[config.mk]
export PLATFORM = sky130hd
export DESIGN_NAME = prescaled_down_timer
export DESIGN_NICKNAME = d
export VERILOG_FILES = /design/src/rtl/tmr_pkg.sv /design/src/rtl/tmr_prescaler.sv /design/src/rtl/tmr_counter.sv /design/src/rtl/prescaled_down_timer.sv
export SDC_FILE = /design/constraint.sdc
export NUM_CORES = 1
export LEC_CHECK = 0
export BUFFER_PORTS_ARGS = -buffer_cell sky130_fd_sc_hd__buf_2
export CAP_MARGIN = 20
export CORE_ASPECT_RATIO = 0.75
export CORE_MARGIN = 4
export CORE_UTILIZATION = 53
export CTS_CLUSTER_DIAMETER = 30
export DETAILED_ROUTE_END_ITERATION = 10
export PLACE_DENSITY_LB_ADDON = 0.05
export SYNTH_ARGS = -nofsm -noshare
export SYNTH_HDL_FRONTEND = slang
export SYNTH_SLANG_ARGS = --single-unit
[constraint.sdc]
create_clock -name clk -period 2 [get_ports clk]
set_input_delay 0.4 -clock clk [delete_from_list [all_inputs] [get_ports clk]]
set_output_delay 0.4 -clock clk [all_outputs]
set_load 0.1 [all_outputs]
[src/rtl/tmr_pkg.sv]
package tmr_pkg;

    typedef struct packed {
        logic       en;
        logic       periodic;
        logic       inten;
        logic       spare;
        logic [1:0] presc;
        logic       wide;
        logic       oneshot;
    } tmr_ctrl_t;

    localparam int OFFS_W = 3;

    typedef enum logic [OFFS_W-1:0] {
        OFF_CTRL   = 3'd0,
        OFF_LOAD   = 3'd1,
        OFF_BGLOAD = 3'd2,
        OFF_VALUE  = 3'd3,
        OFF_RAW    = 3'd4,
        OFF_MASKED = 3'd5,
        OFF_CLEAR  = 3'd6
    } tmr_offs_e;

    localparam logic [7:0] CTRL_WMASK = 8'hEF;
    localparam tmr_ctrl_t  CTRL_RESET = 8'h20;

endpackage

[src/rtl/tmr_prescaler.sv]
module tmr_prescaler #(
    parameter int LOG_MID = 4,
    parameter int LOG_HI  = 8
) (
    input  logic       clk,
    input  logic       rst_n,
    input  logic       active,
    input  logic       restart,
    input  logic [1:0] code,
    output logic       tick
);
    localparam int CW = LOG_HI;
    localparam logic [CW-1:0] MID_LIMIT = CW'((1 << LOG_MID) - 1);
    localparam logic [CW-1:0] HI_LIMIT  = {CW{1'b1}};

    typedef struct packed {
        logic [CW-1:0] cnt;
    } pre_state_t;

    pre_state_t st_d, st_q;
    logic [CW-1:0] limit;

    always_comb begin
        case (code)
            2'b00:   limit = '0;
            2'b01:   limit = MID_LIMIT;
            default: limit = HI_LIMIT;   // 10 and 11 share the slowest rate
        endcase
        tick = active && (st_q.cnt == limit);
        st_d = st_q;
        if (restart) begin
            st_d.cnt = '0;
        end else if (active) begin
            st_d.cnt = tick ? '0 : st_q.cnt + 1'b1;
        end
    end

    always_ff @(posedge clk or negedge rst_n) begin
        if (!rst_n) st_q <= '0;
        else        st_q <= st_d;
    end

    AST_PRESC_GAP: assert property (@(posedge clk) disable iff (!rst_n)
        (tick && code != 2'b00 && !restart) |=> !tick);

endmodule

[src/rtl/tmr_counter.sv]
module tmr_counter #(
    parameter int TW = 32,
    parameter int NW = 16
) (
    input  logic          clk,
    input  logic          rst_n,
    input  logic          en,
    input  logic          periodic,
    input  logic          wide,
    input  logic          oneshot,
    input  logic          tick,
    input  logic          load_wr,
    input  logic          bg_wr,
    input  logic          ctrl_en_wr,
    input  logic [TW-1:0] wdata,
    output logic [TW-1:0] count,
    output logic [TW-1:0] reload,
    output logic          run,
    output logic          expire
);
    localparam logic [TW-1:0] NARROW_MASK = {{(TW-NW){1'b0}}, {NW{1'b1}}};
    localparam logic [TW-1:0] ONE         = {{(TW-1){1'b0}}, 1'b1};

    typedef struct packed {
        logic [TW-1:0] count;
        logic [TW-1:0] reload;
        logic          run;
    } cnt_state_t;

    cnt_state_t st_d, st_q;
    logic [TW-1:0] wmask, live, next_live;

    always_comb begin
        wmask     = wide ? {TW{1'b1}} : NARROW_MASK;
        live      = st_q.count & wmask;
        expire    = tick && (live == ONE);
        if (live == '0) next_live = periodic ? (st_q.reload & wmask) : wmask;
        else            next_live = live - ONE;

        st_d = st_q;
        if (tick) begin
            st_d.count = (st_q.count & ~wmask) | (next_live & wmask);
            if (expire && oneshot) st_d.run = 1'b0;
        end
        if (load_wr) begin
            st_d.reload = wdata;
            st_d.count  = wdata;
            if (periodic) st_d.run = ((wdata & wmask) != '0);
        end
        if (bg_wr)      st_d.reload = wdata;
        if (ctrl_en_wr) st_d.run    = 1'b1;
    end

    always_ff @(posedge clk or negedge rst_n) begin
        if (!rst_n) begin
            st_q.count  <= {TW{1'b1}};
            st_q.reload <= '0;
            st_q.run    <= 1'b1;
        end else begin
            st_q <= st_d;
        end
    end

    assign count  = st_q.count;
    assign reload = st_q.reload;
    assign run    = st_q.run;

    AST_ONESHOT_STOP: assert property (@(posedge clk) disable iff (!rst_n)
        (expire && oneshot && !load_wr && !ctrl_en_wr) |=> !run);

    AST_FREE_WRAP: assert property (@(posedge clk) disable iff (!rst_n)
        (tick && live == '0 && !periodic && !load_wr && !ctrl_en_wr)
        |=> ((count & wmask) == wmask));

    AST_FROZEN: assert property (@(posedge clk) disable iff (!rst_n)
        (!en && !load_wr) |=> $stable(count));

    AST_UPPER_KEEP: assert property (@(posedge clk) disable iff (!rst_n)
        (!wide && !load_wr) |=> (count[TW-1:NW] == $past(count[TW-1:NW])));

endmodule

[src/rtl/prescaled_down_timer.sv]
module prescaled_down_timer #(
    parameter int TW          = 32,
    parameter int NW          = 16,
    parameter int PRE_LOG_MID = 4,
    parameter int PRE_LOG_HI  = 8
) (
    input  logic                       clk,
    input  logic                       rst_n,
    input  logic                       reg_wr,
    input  logic [tmr_pkg::OFFS_W-1:0] reg_offs,
    input  logic [TW-1:0]              reg_wdata,
    output logic [TW-1:0]              reg_rdata,
    output logic                       irq
);
    import tmr_pkg::*;

    typedef struct packed {
        tmr_ctrl_t ctrl;
        logic      raw;
    } top_state_t;

    top_state_t st_d, st_q;

    logic          ctrl_wr, load_wr, bg_wr, clr_wr;
    tmr_ctrl_t     new_ctrl;
    logic          restart, active, tick, run, expire;
    logic [TW-1:0] count, reload;

    always_comb begin
        ctrl_wr  = reg_wr && (reg_offs == OFF_CTRL);
        load_wr  = reg_wr && (reg_offs == OFF_LOAD);
        bg_wr    = reg_wr && (reg_offs == OFF_BGLOAD);
        clr_wr   = reg_wr && (reg_offs == OFF_CLEAR);
        new_ctrl = tmr_ctrl_t'(reg_wdata[7:0] & CTRL_WMASK);
        restart  = ctrl_wr && (new_ctrl.presc != st_q.ctrl.presc);
        active   = st_q.ctrl.en && run;

        st_d = st_q;
        if (ctrl_wr) st_d.ctrl = new_ctrl;
        if (expire)      st_d.raw = 1'b1;
        else if (clr_wr) st_d.raw = 1'b0;
    end

    always_ff @(posedge clk or negedge rst_n) begin
        if (!rst_n) begin
            st_q.ctrl <= CTRL_RESET;
            st_q.raw  <= 1'b0;
        end else begin
            st_q <= st_d;
        end
    end

    tmr_prescaler #(
        .LOG_MID (PRE_LOG_MID),
        .LOG_HI  (PRE_LOG_HI)
    ) u_pre (
        .clk     (clk),
        .rst_n   (rst_n),
        .active  (active),
        .restart (restart),
        .code    (st_q.ctrl.presc),
        .tick    (tick)
    );

    tmr_counter #(
        .TW (TW),
        .NW (NW)
    ) u_cnt (
        .clk        (clk),
        .rst_n      (rst_n),
        .en         (st_q.ctrl.en),
        .periodic   (st_q.ctrl.periodic),
        .wide       (st_q.ctrl.wide),
        .oneshot    (st_q.ctrl.oneshot),
        .tick       (tick),
        .load_wr    (load_wr),
        .bg_wr      (bg_wr),
        .ctrl_en_wr (ctrl_wr && new_ctrl.en),
        .wdata      (reg_wdata),
        .count      (count),
        .reload     (reload),
        .run        (run),
        .expire     (expire)
    );

    always_comb begin
        case (reg_offs)
            OFF_CTRL:   reg_rdata = {{(TW-8){1'b0}}, st_q.ctrl};
            OFF_LOAD,
            OFF_BGLOAD: reg_rdata = reload;
            OFF_VALUE:  reg_rdata = count;
            OFF_RAW:    reg_rdata = {{(TW-1){1'b0}}, st_q.raw};
            OFF_MASKED: reg_rdata = {{(TW-1){1'b0}}, st_q.raw & st_q.ctrl.inten};
            default:    reg_rdata = '0;
        endcase
        irq = st_q.raw && st_q.ctrl.inten;
    end

    AST_RAW_SET: assert property (@(posedge clk) disable iff (!rst_n)
        expire |=> st_q.raw);

    AST_RAW_CLR: assert property (@(posedge clk) disable iff (!rst_n)
        (clr_wr && !expire) |=> !st_q.raw);

endmodule

Word level (Yosys, flattened, before mapping)

Index checks and enable logic that the tools add are counted.

Register bits after elaboration: 81
Input port bits: 38
Output and inout port bits: 33

$add $sub $neg: 2
Equality and inequality tests: 10
Mux-type cells: 17
Bitwise logic cells: 8
Reductions and logical operators: 20

Operators by type and width:

| kind                    | count |
|---|---|
| $and A32 B32 Y32        | 5 |
| $mux W32                | 5 |
| $pmux W32 S5            | 1 |
| $mux W65                | 1 |
| $eq A32 B1 Y1 const B   | 1 |
| $logic_not A32 Y1       | 1 |
| $not A32 Y32            | 1 |
| $or A32 B32 Y32         | 1 |
| $reduce_bool A32 Y1     | 1 |
| $sub A32 B1 Y32 const B | 1 |
| $mux W8                 | 3 |
| $pmux W8 S2             | 1 |
| $logic_and A1 B1 Y1     | 11 |
| $eq A3 B3 Y1 const B    | 3 |
| $add A8 B1 Y8 const B   | 1 |
| $eq A8 B8 Y1            | 1 |
| $reduce_bool A2 Y1      | 4 |
| $eq A3 B2 Y1 const B    | 2 |
| $mux W1                 | 6 |
| $eq A3 B1 Y1 const B    | 1 |
| $logic_not A3 Y1        | 1 |
| $eq A2 B1 Y1 const B    | 1 |
| $logic_not A2 Y1        | 1 |
| $ne A2 B2 Y1            | 1 |
| other kinds (2)         | 2 |

Longest topological paths before layout

Depth in word-level cells: 11
Mapped depth: 9
Gate-level depth less buffers: 7

Modules after synthesis

Synthesis repeated with hierarchy kept, for this count alone.

Cell total of the unflattened synthesis: 564
Area total of the unflattened synthesis: 5,320.1 µm²

By module, submodules not included:

| module               | times used | cells an instance | area an instance (µm²) | sequential area each (µm²) |
|---|---|---|---|---|
| tmr_counter          | 1          | 423               | 3,922.5                | 1,667.8 |
| prescaled_down_timer | 1          | 97                | 938.4                  | 201.4 |
| tmr_prescaler        | 1          | 44                | 459.2                  | 200.2 |

Worst setup path before layout

Ideal clock, no wire load.

Path kind: input port to output port
Start point: input reg_offs[1] (netlist name)
End point: output reg_rdata[1]
Arrival time: 3,781 ps
Required time: 1,600 ps
Path slack: -2,181 ps
Stages: 5
Path through: clkbuf_1 buf_1 clkbuf_1 a211oi_1 a211oi_1

Word-level cells in the longest chain between the ends: 3
Elaborated cells between the ends (all ways): 8

RTL lines:

| what                                                | RTL line                   | source |
|---|---|---|
| start, declared                                     | prescaled_down_timer.sv:10 | `input logic [tmr_pkg::OFFS_W-1:0] reg_offs,` |
| $eq A3 B1 Y1 / $eq A3 B2 Y1 (equally long branches) | prescaled_down_timer.sv:87 | `case (reg_offs)` |
| $reduce_or A2 Y1                                    | prescaled_down_timer.sv:87 |  |
| $pmux W32 S5 *                                      | prescaled_down_timer.sv:87 |  |
| end, declared                                       | prescaled_down_timer.sv:12 | `output logic [TW-1:0] reg_rdata,` |

Every way passes the cells marked *; elsewhere a longest branch is shown, timed or not.

==> flow_summary.ini <==
[logic_synthesis]
synth_nets = 602
syn_inst = 561
synthesis.area_mm2 = 0.005214
ys_seq_area_share_pct = 39.69
synthTopCellsByCount = nand2_1 (56), dfrtp_1 (47), mux2_2 (38)
syn_avg_cell_area_um2 = 9.294
yosysTopAreaCell = dfrtp_1
ys_seq_elements = 81
yosys-top-cells-area = dfrtp_1 (23%), dfstp_2 (17%), mux2_2 (8.2%)
synth_top_area_share_pct = 22.56
synthDistinctLibCells = 66
synth_flop_cell = dfrtp_1
synth_warnings = 0
synth.most_common_cell = nand2_1
async_flop_share_pct = 100.0
synth-edff-count = 0

[global_routing]
first_global_vias = 5435
overflow = 0
antenna_found_initial = 0
grt_max_degree = 55
grt.total_usage_pct = 32.12
grt_pass1_wl_um = 28640

[timing]
relSlewSlack_pct = 59.94
worst_slew_pin_slew_ns = 0.6010
finalMaxSlewViolations = 0
rsz0062_at_grt = true
setup_viol = 35
finalHoldViolCount = 0
finalCritPeriodShare_pct = 121.0
fin_skew_ns = 0.004925
clock.fmax_mhz = 413.3
finalCriticalPeriod_ns = 2.419
fin_ws_ns = -0.4193

[setup_path]
critPathRequiredTime_ns = 2.27
critPathSlowestCell = or4_4
reg2regPathDepth = 6
cp.arrival_ns = 2.69
cp_max_fo = 3
reg2reg_slack_ns = -0.42
cp-start-kind = flip-flop
cp_cell_sequence = or4_4 > or3_4 > o31a_1 > or4_1 > a21oi_1 > nor2_1
cp-end-kind = flip-flop
critPathMaxStageDelay_ns = 0.53
critPathKind = flip-flop to flip-flop

[worst_hold_path]
worstHoldStart = reg_wdata[14]
hold_path_class = input pin to flip-flop
hold_end = u_cnt.count[14]
min_path_cells = 3

[detailed_routing]
wl_um = 19360
met1_length_um = 8010
vias = 5657
wl_met2_um = 9074
route.detailed.drc = 0
viasPerCell = 6.540
drtIter0Drc = 678
wl_per_cell_um = 22.38
highest_layer = met4
antenna_left = 0
dr_wl_met3_um = 1771
dr.pass1.iters = 5

[floorplan]
start_util_pct = 54.20
io_pins = 71
die_x_um = 122.5
fp-row-count = 31
core_mm2 = 0.009619
die_y_um = 93.90
die_area_mm2 = 0.01150

[final_layout]
antenna_cells = 0
finalNetCount = 769
area_growth_pct = 55.63
fin_cells = 865
drive_gt1_share_pct = 51.71
final_util_pct = 84.35

[placed_design]
hpwl_um = 12790
place_inst = 821
gp_congestion = 0.9203
port_buffers = 70
place_ws_ns = -0.3451

[power]
cellPowerDensity_mw_per_mm2 = 1157
p_leak_uw = 0.003431
total_power_uw = 9388
peakVddDrop_v = 0.0007899

[clock_tree]
clockBufferDepth = 2
cts_max_level = 3
cts.sinks = 81
cts_tree = built
worstSkewPairLatency_ns = 0.34
cts_root_buf = clkbuf_16
path_clk_slew_ns = 0.06
cts_buffers = 9

[run_status]
status = complete, but fails checks
violations = setup timing

[job]
cap_violations = 0
## cells in the final DEF, fill, tap and decap left out, types with 12 or more instances in the layout
cell type and n:
dfrtp_1 45, dfstp_2 34, buf_4 98, buf_6 15
o211ai_1 14, o31ai_1 16, a22o_4 24, nand3_1 12
a21oi_1 26, buf_2 36, o21ai_0 15, mux2_2 38
nor3_1 16, nor2_1 30, nand2_1 55, and3_1 12
buf_12 40
## final cells by class
class / count / area, um2
clock buffers: 11 / 252.7
clock inverters: 5 / 77.57
fillers: 579 / 1505
inverters: 6 / 22.52
multi-input cells: 436 / 3556
flip-flops and latches: 81 / 2072
well taps: 132 / 165.2
repair buffers: 194 / 1968
## power by group
group	switching (uW)	internal (uW)	total [uW]
registers	592	2340	2940
clock network	683	1160	1840
logic	2490	2120	4610
## metrics by stage
step / hold slack [ns] / area, um2 / TNS [ns]
final: 0.3222 / 8114 / -8.672
after global routing: 0.3253 / 8114 / -10.67
after CTS: 0.3112 / 7732 / -7.360
after detailed placement: 0.3509 / 7203 / -8.708
after global placement: 0.3504 / 7203 / -6.209
after floorplan: 0.1044 / 5682 / -4.630
## logic make-up (layout without fill, tap and decap cells)
family | count (synthesis) | count (layout) | synth area share [%]
simple gates | 208 | 208 | 21.24
flops | 81 | 81 | 39.69
compound gates | 159 | 159 | 21.74
fa+ha+maj | 3 | 3 | 0.7200
mux | 46 | 46 | 9.743
xor+xnor | 20 | 20 | 3.360
buf+inv | 44 | 216 | 3.504
## critical path: cells and delay by family (launching register included)
kind,cells,cell delay [ns]
flops,1,0.37
simple gates,4,1.48
compound gates,2,0.50
## how the worst max path moves through the flow
stage	start	to
after CTS	flip-flop	flip-flop
after detailed placement	flip-flop	flip-flop
after floorplan	flip-flop	flip-flop
final	flip-flop	flip-flop
after global placement	flip-flop	flip-flop
after global routing	flip-flop	flip-flop
## what timing repair did
item / in CTS / in global routing
buffers inserted: 6 / 21
hold buffers: 1 / 0
pin swaps: 13 / 14
endpoints found under the setup margin: 58 / 55
cloned: 0 / 2
gates resized for setup: 40 / 36
hold endpoints to repair: 12 / 0
## layer usage
metal	vias up	GRT usage (%)
li1	2453	-
met1	2778	45.79
met2	362	49.98
met3	64	6.261
met4	0	8.854
met5	-	0
Power figures use the tool's default switching activity.
